## src/rtl/tq_pkg.sv

```systemverilog
package tq_pkg;
  typedef enum logic [1:0] {
    MT_WATCH  = 2'd0,
    MT_OWN    = 2'd1,
    MT_BRANCH = 2'd2,
    MT_DATA   = 2'd3
  } msg_type_e;

  localparam int unsigned NUM_TYPES = 4;
  localparam logic [5:0]  ERR_TCODE = 6'b001000;
  localparam int unsigned ERR_LEN   = 10;
endpackage

```

## src/rtl/tq_storage.sv

```systemverilog
module tq_storage #(
  parameter int unsigned DEPTH = 8,
  parameter int unsigned W     = 41,
  localparam int unsigned AW   = (DEPTH > 1) ? $clog2(DEPTH) : 1,
  localparam int unsigned CW   = $clog2(DEPTH + 1)
) (
  input  logic          clk_i,
  input  logic          rst_ni,
  input  logic          push_i,
  input  logic [W-1:0]  wdata_i,
  input  logic          pop_i,
  output logic [W-1:0]  rdata_o,
  output logic [CW-1:0] count_o,
  output logic          full_o,
  output logic          empty_o
);
  logic [W-1:0]  mem_q [DEPTH];
  logic [AW-1:0] wr_ptr_q, rd_ptr_q;
  logic [CW-1:0] count_q;

  function automatic logic [AW-1:0] nxt(input logic [AW-1:0] p);
    return (p == AW'(DEPTH - 1)) ? '0 : p + AW'(1);
  endfunction

  always_ff @(posedge clk_i) begin
    if (push_i) mem_q[wr_ptr_q] <= wdata_i;
  end

  always_ff @(posedge clk_i or negedge rst_ni) begin
    if (!rst_ni) begin
      wr_ptr_q <= '0;
      rd_ptr_q <= '0;
      count_q  <= '0;
    end else begin
      if (push_i) wr_ptr_q <= nxt(wr_ptr_q);
      if (pop_i)  rd_ptr_q <= nxt(rd_ptr_q);
      count_q <= count_q + CW'(push_i) - CW'(pop_i);
    end
  end

  assign rdata_o = mem_q[rd_ptr_q];
  assign count_o = count_q;
  assign full_o  = (count_q == CW'(DEPTH));
  assign empty_o = (count_q == '0);

  assert_no_push_full_R3: assert property (@(posedge clk_i) disable iff (!rst_ni)
    push_i |-> !full_o);
  assert_count_range_R3: assert property (@(posedge clk_i) disable iff (!rst_ni)
    count_q <= CW'(DEPTH));
endmodule

```

## src/rtl/tq_ovr_ctrl.sv

```systemverilog
module tq_ovr_ctrl
  import tq_pkg::*;
(
  input  logic                 clk_i,
  input  logic                 rst_ni,
  input  logic                 wr_valid_i,
  input  logic [1:0]           wr_type_i,
  input  logic                 full_i,
  input  logic                 empty_i,
  output logic                 push_o,
  output logic                 inject_o,
  output logic [NUM_TYPES-1:0] err_mask_o,
  output logic                 drain_o,
  output logic                 sync_req_o
);
  typedef enum logic {ST_PASS, ST_DRAIN} ctrl_st_e;

  ctrl_st_e             st_q;
  logic [NUM_TYPES-1:0] mask_q, hit;
  logic                 sync_q;

  assign hit        = wr_valid_i ? (NUM_TYPES'(1) << wr_type_i) : '0;
  assign drain_o    = (st_q == ST_DRAIN);
  assign inject_o   = drain_o && empty_i;
  assign push_o     = (!drain_o && wr_valid_i && !full_i) || inject_o;
  assign err_mask_o = mask_q | hit;  // drop in the injecting cycle is reported too
  assign sync_req_o = sync_q;

  always_ff @(posedge clk_i or negedge rst_ni) begin
    if (!rst_ni) begin
      st_q   <= ST_PASS;
      mask_q <= '0;
      sync_q <= 1'b0;
    end else begin
      sync_q <= inject_o;
      unique case (st_q)
        ST_PASS: if (wr_valid_i && full_i) begin
          st_q   <= ST_DRAIN;
          mask_q <= mask_q | hit;
        end
        ST_DRAIN: if (empty_i) begin
          st_q   <= ST_PASS;
          mask_q <= '0;
        end else begin
          mask_q <= mask_q | hit;
        end
        default: st_q <= ST_PASS;
      endcase
    end
  end

  assert_mask_cleared_R7: assert property (@(posedge clk_i) disable iff (!rst_ni)
    inject_o |=> (mask_q == '0));
  assert_sync_single_R8: assert property (@(posedge clk_i) disable iff (!rst_ni)
    sync_req_o |=> !sync_req_o);
  assert_sync_leaves_drain_R8: assert property (@(posedge clk_i) disable iff (!rst_ni)
    sync_req_o |-> !drain_o);
endmodule

```

## src/rtl/trace_ovr_fifo.sv

```systemverilog
module trace_ovr_fifo
  import tq_pkg::*;
#(
  parameter int unsigned DEPTH  = 8,
  parameter int unsigned DATA_W = 32,
  parameter int unsigned LEN_W  = 6
) (
  input  logic              clk_i,
  input  logic              rst_ni,
  input  logic              wr_valid_i,
  input  logic [DATA_W-1:0] wr_data_i,
  input  logic [LEN_W-1:0]  wr_len_i,
  input  logic [1:0]        wr_type_i,
  output logic              rd_valid_o,
  input  logic              rd_ready_i,
  output logic [DATA_W-1:0] rd_data_o,
  output logic [LEN_W-1:0]  rd_len_o,
  output logic [1:0]        rd_type_o,
  output logic              rd_err_o,
  output logic              sync_req_o
);
  localparam int unsigned ENT_W = 1 + 2 + LEN_W + DATA_W;
  localparam int unsigned CW    = $clog2(DEPTH + 1);

  logic                 push, pop, inject, drain, full, empty;
  logic [NUM_TYPES-1:0] err_mask;
  logic [ENT_W-1:0]     wentry, rentry;
  logic [CW-1:0]        count;

  tq_ovr_ctrl i_ctrl (
    .clk_i      (clk_i),
    .rst_ni     (rst_ni),
    .wr_valid_i (wr_valid_i),
    .wr_type_i  (wr_type_i),
    .full_i     (full),
    .empty_i    (empty),
    .push_o     (push),
    .inject_o   (inject),
    .err_mask_o (err_mask),
    .drain_o    (drain),
    .sync_req_o (sync_req_o)
  );

  assign wentry = inject
    ? {1'b1, 2'b00, LEN_W'(ERR_LEN), DATA_W'({err_mask, ERR_TCODE})}
    : {1'b0, wr_type_i, wr_len_i, wr_data_i};

  tq_storage #(.DEPTH(DEPTH), .W(ENT_W)) i_store (
    .clk_i   (clk_i),
    .rst_ni  (rst_ni),
    .push_i  (push),
    .wdata_i (wentry),
    .pop_i   (pop),
    .rdata_o (rentry),
    .count_o (count),
    .full_o  (full),
    .empty_o (empty)
  );

  assign rd_valid_o = !empty;
  assign pop        = rd_valid_o && rd_ready_i;
  assign {rd_err_o, rd_type_o, rd_len_o, rd_data_o} = rentry;

  assert_drain_no_growth_R5: assert property (@(posedge clk_i) disable iff (!rst_ni)
    (drain && !empty) |=> (count <= $past(count)));
  assert_err_has_mask_R6: assert property (@(posedge clk_i) disable iff (!rst_ni)
    (rd_valid_o && rd_err_o) |-> (rd_data_o[5:0] == ERR_TCODE && rd_data_o[9:6] != '0));
  assert_hold_head_R2: assert property (@(posedge clk_i) disable iff (!rst_ni)
    (rd_valid_o && !rd_ready_i) |=> (rd_valid_o && $stable(rentry)));
endmodule

```

## config.mk

```make
export PLATFORM = sky130hd
export DESIGN_NAME = trace_ovr_fifo
export DESIGN_NICKNAME = d
export VERILOG_FILES = /design/src/rtl/tq_pkg.sv /design/src/rtl/tq_storage.sv /design/src/rtl/tq_ovr_ctrl.sv /design/src/rtl/trace_ovr_fifo.sv
export SDC_FILE = /design/constraint.sdc
export NUM_CORES = 1
export LEC_CHECK = 0
export CAP_MARGIN = 20
export CORE_ASPECT_RATIO = 0.7
export CORE_UTILIZATION = 45
export DETAILED_ROUTE_END_ITERATION = 10
export PLACE_DENSITY_LB_ADDON = 0.25
export SLEW_MARGIN = 20
export SYNTH_ARGS = -nofsm -noshare
export SYNTH_HDL_FRONTEND = slang
export SYNTH_HIERARCHICAL = 1
export SYNTH_SLANG_ARGS = --single-unit
```

## constraint.sdc

```tcl
create_clock -name clk_i -period 15.6 [get_ports clk_i]
set_input_delay 3.12 -clock clk_i [delete_from_list [all_inputs] [get_ports clk_i]]
set_output_delay 3.12 -clock clk_i [all_outputs]
set_load 0.01 [all_outputs]
```

# After elaboration in Yosys (flattened, before gate mapping)
# Memories as Yosys holds them, arrays and structs flattened.
# Index checks and enable logic that the tools add are counted.
dict set report totals {
  latchBits 0
  ff_bits 16
  rom_bits 0
  output_inout_bits 43
  memories 1
  wordCells 40
  ram_bits 328
}
dict set report classes {
  n_reduce_logical 10
  n_div 0
  n_mul 0
  shifts 1
  order_cmp 0
  n_eq_ne 4
  n_mux 12
  addsub 4
  bitwise_logic 2
}
# memory depth word_bits read_ports rd_ports_with_merged_regs write_ports line
set mem_list {}
lappend mem_list {i_store.mem_q 8 41 1 0 1 tq_storage.sv:17} ;# logic [W-1:0] mem_q [DEPTH];
# op n
set op_table {}
lappend op_table {{2-to-1 mux 41 bit} 1}
lappend op_table {{2-to-1 mux 4 bit} 3}
lappend op_table {{case mux 4 bit (2 select lines)} 1}
lappend op_table {{adder 3 x 1 -> 3 bit, second input constant} 2}
lappend op_table {{== test 3 bit, second input constant} 2}
lappend op_table {{2-to-1 mux 3 bit} 2}
lappend op_table {{logical AND 1 bit} 5}
lappend op_table {{adder 4 x 1 -> 4 bit} 1}
lappend op_table {{== test 4 bit, second input constant} 1}
lappend op_table {{logical NOT 4 bit} 1}
lappend op_table {{2-to-1 mux 1 bit} 4}
lappend op_table {{OR 4 bit} 1}
lappend op_table {{<< shifter 1 x 2 -> 4 bit, first input constant} 1}
lappend op_table {{subtractor 4 x 1 -> 4 bit} 1}
lappend op_table {{logical NOT 1 bit} 3}
lappend op_table {{inequality test 2 x 1 -> 1 bit, second input constant} 1}
lappend op_table {{case mux 1 bit (2 select lines)} 1}
lappend op_table {{logical OR 1 bit} 1}
lappend op_table {{inverter 1 bit} 1}

# Depth between registers and ports, before layout
dict set report depth {
  ltp_word 6
  mapped_depth 10
}

# Cells and area by module
# The synthesis kept the hierarchy.
# mod cells_each instances seq_area_each_um2 area_each_um2
set modules_own_cells {}
lappend modules_own_cells {tq_storage 532 1 10099.7 12906.1}
lappend modules_own_cells {trace_ovr_fifo 46 1 0.0 321.6}
lappend modules_own_cells {tq_ovr_ctrl 32 1 150.1 302.8}

# Worst setup path after synthesis
# OpenSTA, ideal clock, no wires.
dict set report synth_path {
  path_type {in2reg}
  startpoint {input port wr_valid_i}
  endpoint {memory i_store.mem_q[0][0] (enable)}
  setup_slack_ps 8902
  arrival_time_ps 6208
  path_buffers 0
  setup_ps 490
  required_time_ps 15110
  cell_stages 3
  cell_sequence {a21o_2 nand2b_1 nor3_1}
}
dict set report synth_via {
  elab_chain_len 5
}
# element line
set synth_lines {}
lappend synth_lines {{start: declaration} trace_ovr_fifo.sv:10} ;# input logic wr_valid_i,
lappend synth_lines {{logical AND 1 bit (2 in series)} tq_ovr_ctrl.sv:25} ;# assign push_o = (!drain_o && wr_valid_i && !full_i) || inject_o;
lappend synth_lines {{logical OR 1 bit} tq_ovr_ctrl.sv:25}
lappend synth_lines {{2-to-1 mux 1 bit} tq_storage.sv:26} ;# if (push_i) mem_q[wr_ptr_q] <= wdata_i;
lappend synth_lines {{2-to-1 mux 1 bit (implied by the code)} tq_storage.sv:26}
lappend synth_lines {{end: declaration} tq_storage.sv:17}
# Every way passes these cells.

# Worst setup path in the final report
dict set report layout_path {
  startpoint {register i_store.rd_ptr_q[0]}
  endpoint {output port rd_data_o[31]}
}
dict set report layout_via {
  elab_chain_len 1
}
# element line
set layout_lines {}
lappend layout_lines {{start: declaration} tq_storage.sv:18} ;# logic [AW-1:0] wr_ptr_q, rd_ptr_q;
lappend layout_lines {{start signal: assignment} tq_storage.sv:36} ;# if (pop_i) rd_ptr_q <= nxt(rd_ptr_q);
lappend layout_lines {{memory read (8 x 41 bit)} n/a}
lappend layout_lines {{end: declaration} trace_ovr_fifo.sv:16} ;# output logic [DATA_W-1:0] rd_data_o,
# Every way passes these cells.

==> impl_results.md <==
* DP Cell Count at 1059
* Worst-margin pin slew at 0.875 ns
* Setup crit start kind: flop
* Met2 wire length at 13.1 mm
* Drt pass-1 iters at 4
* Syn. warnings at 6
* Layout cell share with drive strength beyond 1 at 0.278
* Max_cap viols at 0
* CTS tree: done
* Mean Syn Cell Area at 22.2 sq um
* Period utilisation layout at 0.441
* Layout Area Growth over Synthesis at 18.0%
* I/O pins at 87
* Net switching power at 846 uW
* Worst path bufs/invs at 2
* Worst-path maximum fanout at 44
* Pwr dens at 188 nW/um^2
* CTS sink cnt at 344
* Wire per inst at 24.2 microns
* Beginning of the worst hold path: i_ctrl/mask_q[0]
* Vias per cell at 5.56
* Crit path max-delay family: buffers and inverters
* WHS at 0.565 ns
* Register area share after synthesis at 0.758
* Min-delay worst type: flop to flop
* GR Overflow Total at 0
* Chip height at 147 microns
* Slowest cell on the critical path: dfrtp_4
* Total negative slack at 0 ns
* Comb pwr share at 0.308
* Worst setup path start: i_store/rd_ptr_q[0]
* Final instance area at 16000 sq um
* Utilization after layout at 0.546
* Mapped Cells at 610
* Final cell count without fillers at 1119
* Final Hold Vio Count at 0
* Largest net degree at the start of global routing at 55
* CP max stage delay at 0.98 ns
* Max VDD drop at 0.109 mV
* Fmax at 145 MHz
* CP Capture Type: output pin
* Core Box Area at 29200 sq um
* Clock Path Buffers at 3
* Clock share of power at 0.268
* Max layer used: met4
* Worst EP arrival at 3.77 ns
* Total GRT Usage at 0.183
* Area of the multi-input gates at 3110 sq um
* Register Area at 10300 sq um
* Leak Pwr at 0.00520 uW
* Internal Power at 2150 uW
* Vias in the first global route at 6826
* M1 WL at 12.3 mm
* Syn nets at 665
* Inserted Diodes at 0
* Switch share at 0.283
* First-pass GRT wire length at 41.3 mm
* DR DRC count at 0
* H-tree lvl count at 2
* Starting density of the core at 0.463
* Fill count at 2196
* Clk Latency, worst-skew pair at 0.52 ns
* #FFs+latches synth at 344
* Total number of vias at 6225
* Distinct cells, synth at 34
* Origin of the critical flop-to-flop path: i_store/count_o[2]
* WP data required at 12.48 ns
* Reg power frac at 0.424
* Crit-path cells: buf_4 -> mux4_2 -> mux2_2 -> clkdlybuf4s50_1
* Max-slew violations at 0
* RSZ-0062 raised after global routing: false
* DRT Wirelength at 27.1 mm
* Min cycle time layout at 6.89 ns
* Total CTS buffers at 34
* Core Rows at 52
* Final setup vio count at 0
* Rel. slew slack at 0.416
* Die Area at 30800 sq um
* Clk pin slew, worst setup/hold paths at 0.06 ns
* Total setup buffers inserted after CTS at 0
* Post-CTS resize count at 0
* Clk_skew at 0.0130 ns
* GPL Wtd Cong at 0.698
* ANT nets after route at 0
* DP Area at 14900 sq um
* Initial antenna violation count at 0
* Hold_buf cts at 0
* Synthesized area at 13500 sq um
* Final-stage net count at 772
* Die width at 209 microns
* Status: complete, no violations
* Critical path class: flop to output pin
* DR iter-0 viols at 304
* Root Buffer: clkbuf_16
* Port bufs at 86
* Post-DP HPWL at 14.6 mm
* Wire length on met3 at 1.31 mm
final timing paths:
kind / end / slack (ns) / depth (start not counted)
max: rd_data_o[31] / 8.71 / 4
max reg2reg: i_store/mem_q[6][26] / 11.96 / 9
min in group asynchronous: i_store/wr_ptr_q[1] / 3.04 / 1
min reg2reg: i_ctrl/mask_q[0] / 0.57 / 2
max in group asynchronous: i_store/rd_ptr_q[2] / 12.01 / 1
min: i_ctrl/mask_q[0] / 0.57 / 2
routing by layer:
layer | global-route usage | vias up
li1 | - | 2715
met1 | 0.256 | 3333
met2 | 0.298 | 145
met3 | 0.0353 | 32
met4 | 0.0449 | 0
met5 | 0 | -
sequential cells by signal, summed over array words and instances, names as in the netlist:
| name | flops |
|---|---|
| i_store/count_o | 4 |
| i_store/wr_ptr_q | 3 |
| i_ctrl/drain_o | 1 |
| i_ctrl/mask_q | 4 |
| i_store/mem_q | 328 |
| i_store/rd_ptr_q | 3 |
| i_ctrl/sync_req_o | 1 |
metrics by stage:
stage	setup slack [ns]	total power [uW]
CTS	8.58	3040
global placement	9.16	2200
global route	8.39	3140
floorplan	8.90	1850
detailed placement	9.14	2230
finish	8.71	2990
Yosys cell counts (all sizes together):
library cell,n,area share
a21o,2,0.0012
dfrtp,16,0.030
or2,3,0.0014
inv,14,0.0039
nand2b,2,0.00092
a21oi,1,0.00037
edfxtp,328,0.73
a31oi,1,0.00046
fa,1,0.0015
a221oi,3,0.0024
mux4,82,0.14
ha,10,0.0092
clkbuf,13,0.0037
o21ai,1,0.00037
a211oi,1,0.00056
and2,1,0.00046
nand2,7,0.0019
or3b,1,0.00065
nor3,2,0.00074
and3,2,0.00092
nor2b,34,0.016
nor2,13,0.0036
buf,16,0.0095
xnor2,1,0.00065
mux2i,1,0.00074
mux2,50,0.043
xor2,1,0.00065
nand3b,3,0.0017
layout by cell type (no fill, tap or decap), drive strengths merged, types with 10 or more instances in the layout:
cell type | synthesis | layout
edfxtp | 328 | 328
clkdlybuf4s50 | 0 | 86
mux4 | 82 | 82
mux2 | 50 | 50
clkbuf | 13 | 47
nor2b | 34 | 34
dfrtp | 16 | 16
inv | 14 | 14
buf | 16 | 14
nor2 | 13 | 13
clkinv | 0 | 11
ha | 10 | 10
cell type report:
class                   instances  share of cell area
clock buffers                  47              0.0610
clock inverters                13             0.00705
inverters                      14             0.00329
multi-input cells             223               0.195
flip-flops and latches        344               0.643
well taps                     378              0.0296
repair buffers                100              0.0618
kinds of logic after synthesis:
group / share of synthesized area
flops: 0.758
mux: 0.180
simple gates: 0.0280
buf+inv: 0.0171
fa+ha+maj: 0.0107
compound gates: 0.00536
xor+xnor: 0.00129
worst reg2reg max path, delay by kind of cell (launching register included):
family	cells	cell delay [ns]
AOI/OAI and AO/OA	1	0.28
adders and majority gates	1	0.16
buffers and inverters	3	1.29
DFF	1	0.36
and+or+nand+nor	4	1.17
power by group through the flow:
stage / clock network (uW) / logic (uW) / registers, uW
3_3_place_gp: 0 / 897 / 1300
2_1_floorplan: 0 / 635 / 1210
5_1_grt: 860 / 991 / 1290
3_5_place_dp: 0 / 936 / 1290
4_1_cts: 820 / 943 / 1270
6_report: 802 / 922 / 1270
Power figures use the tool's default switching activity.
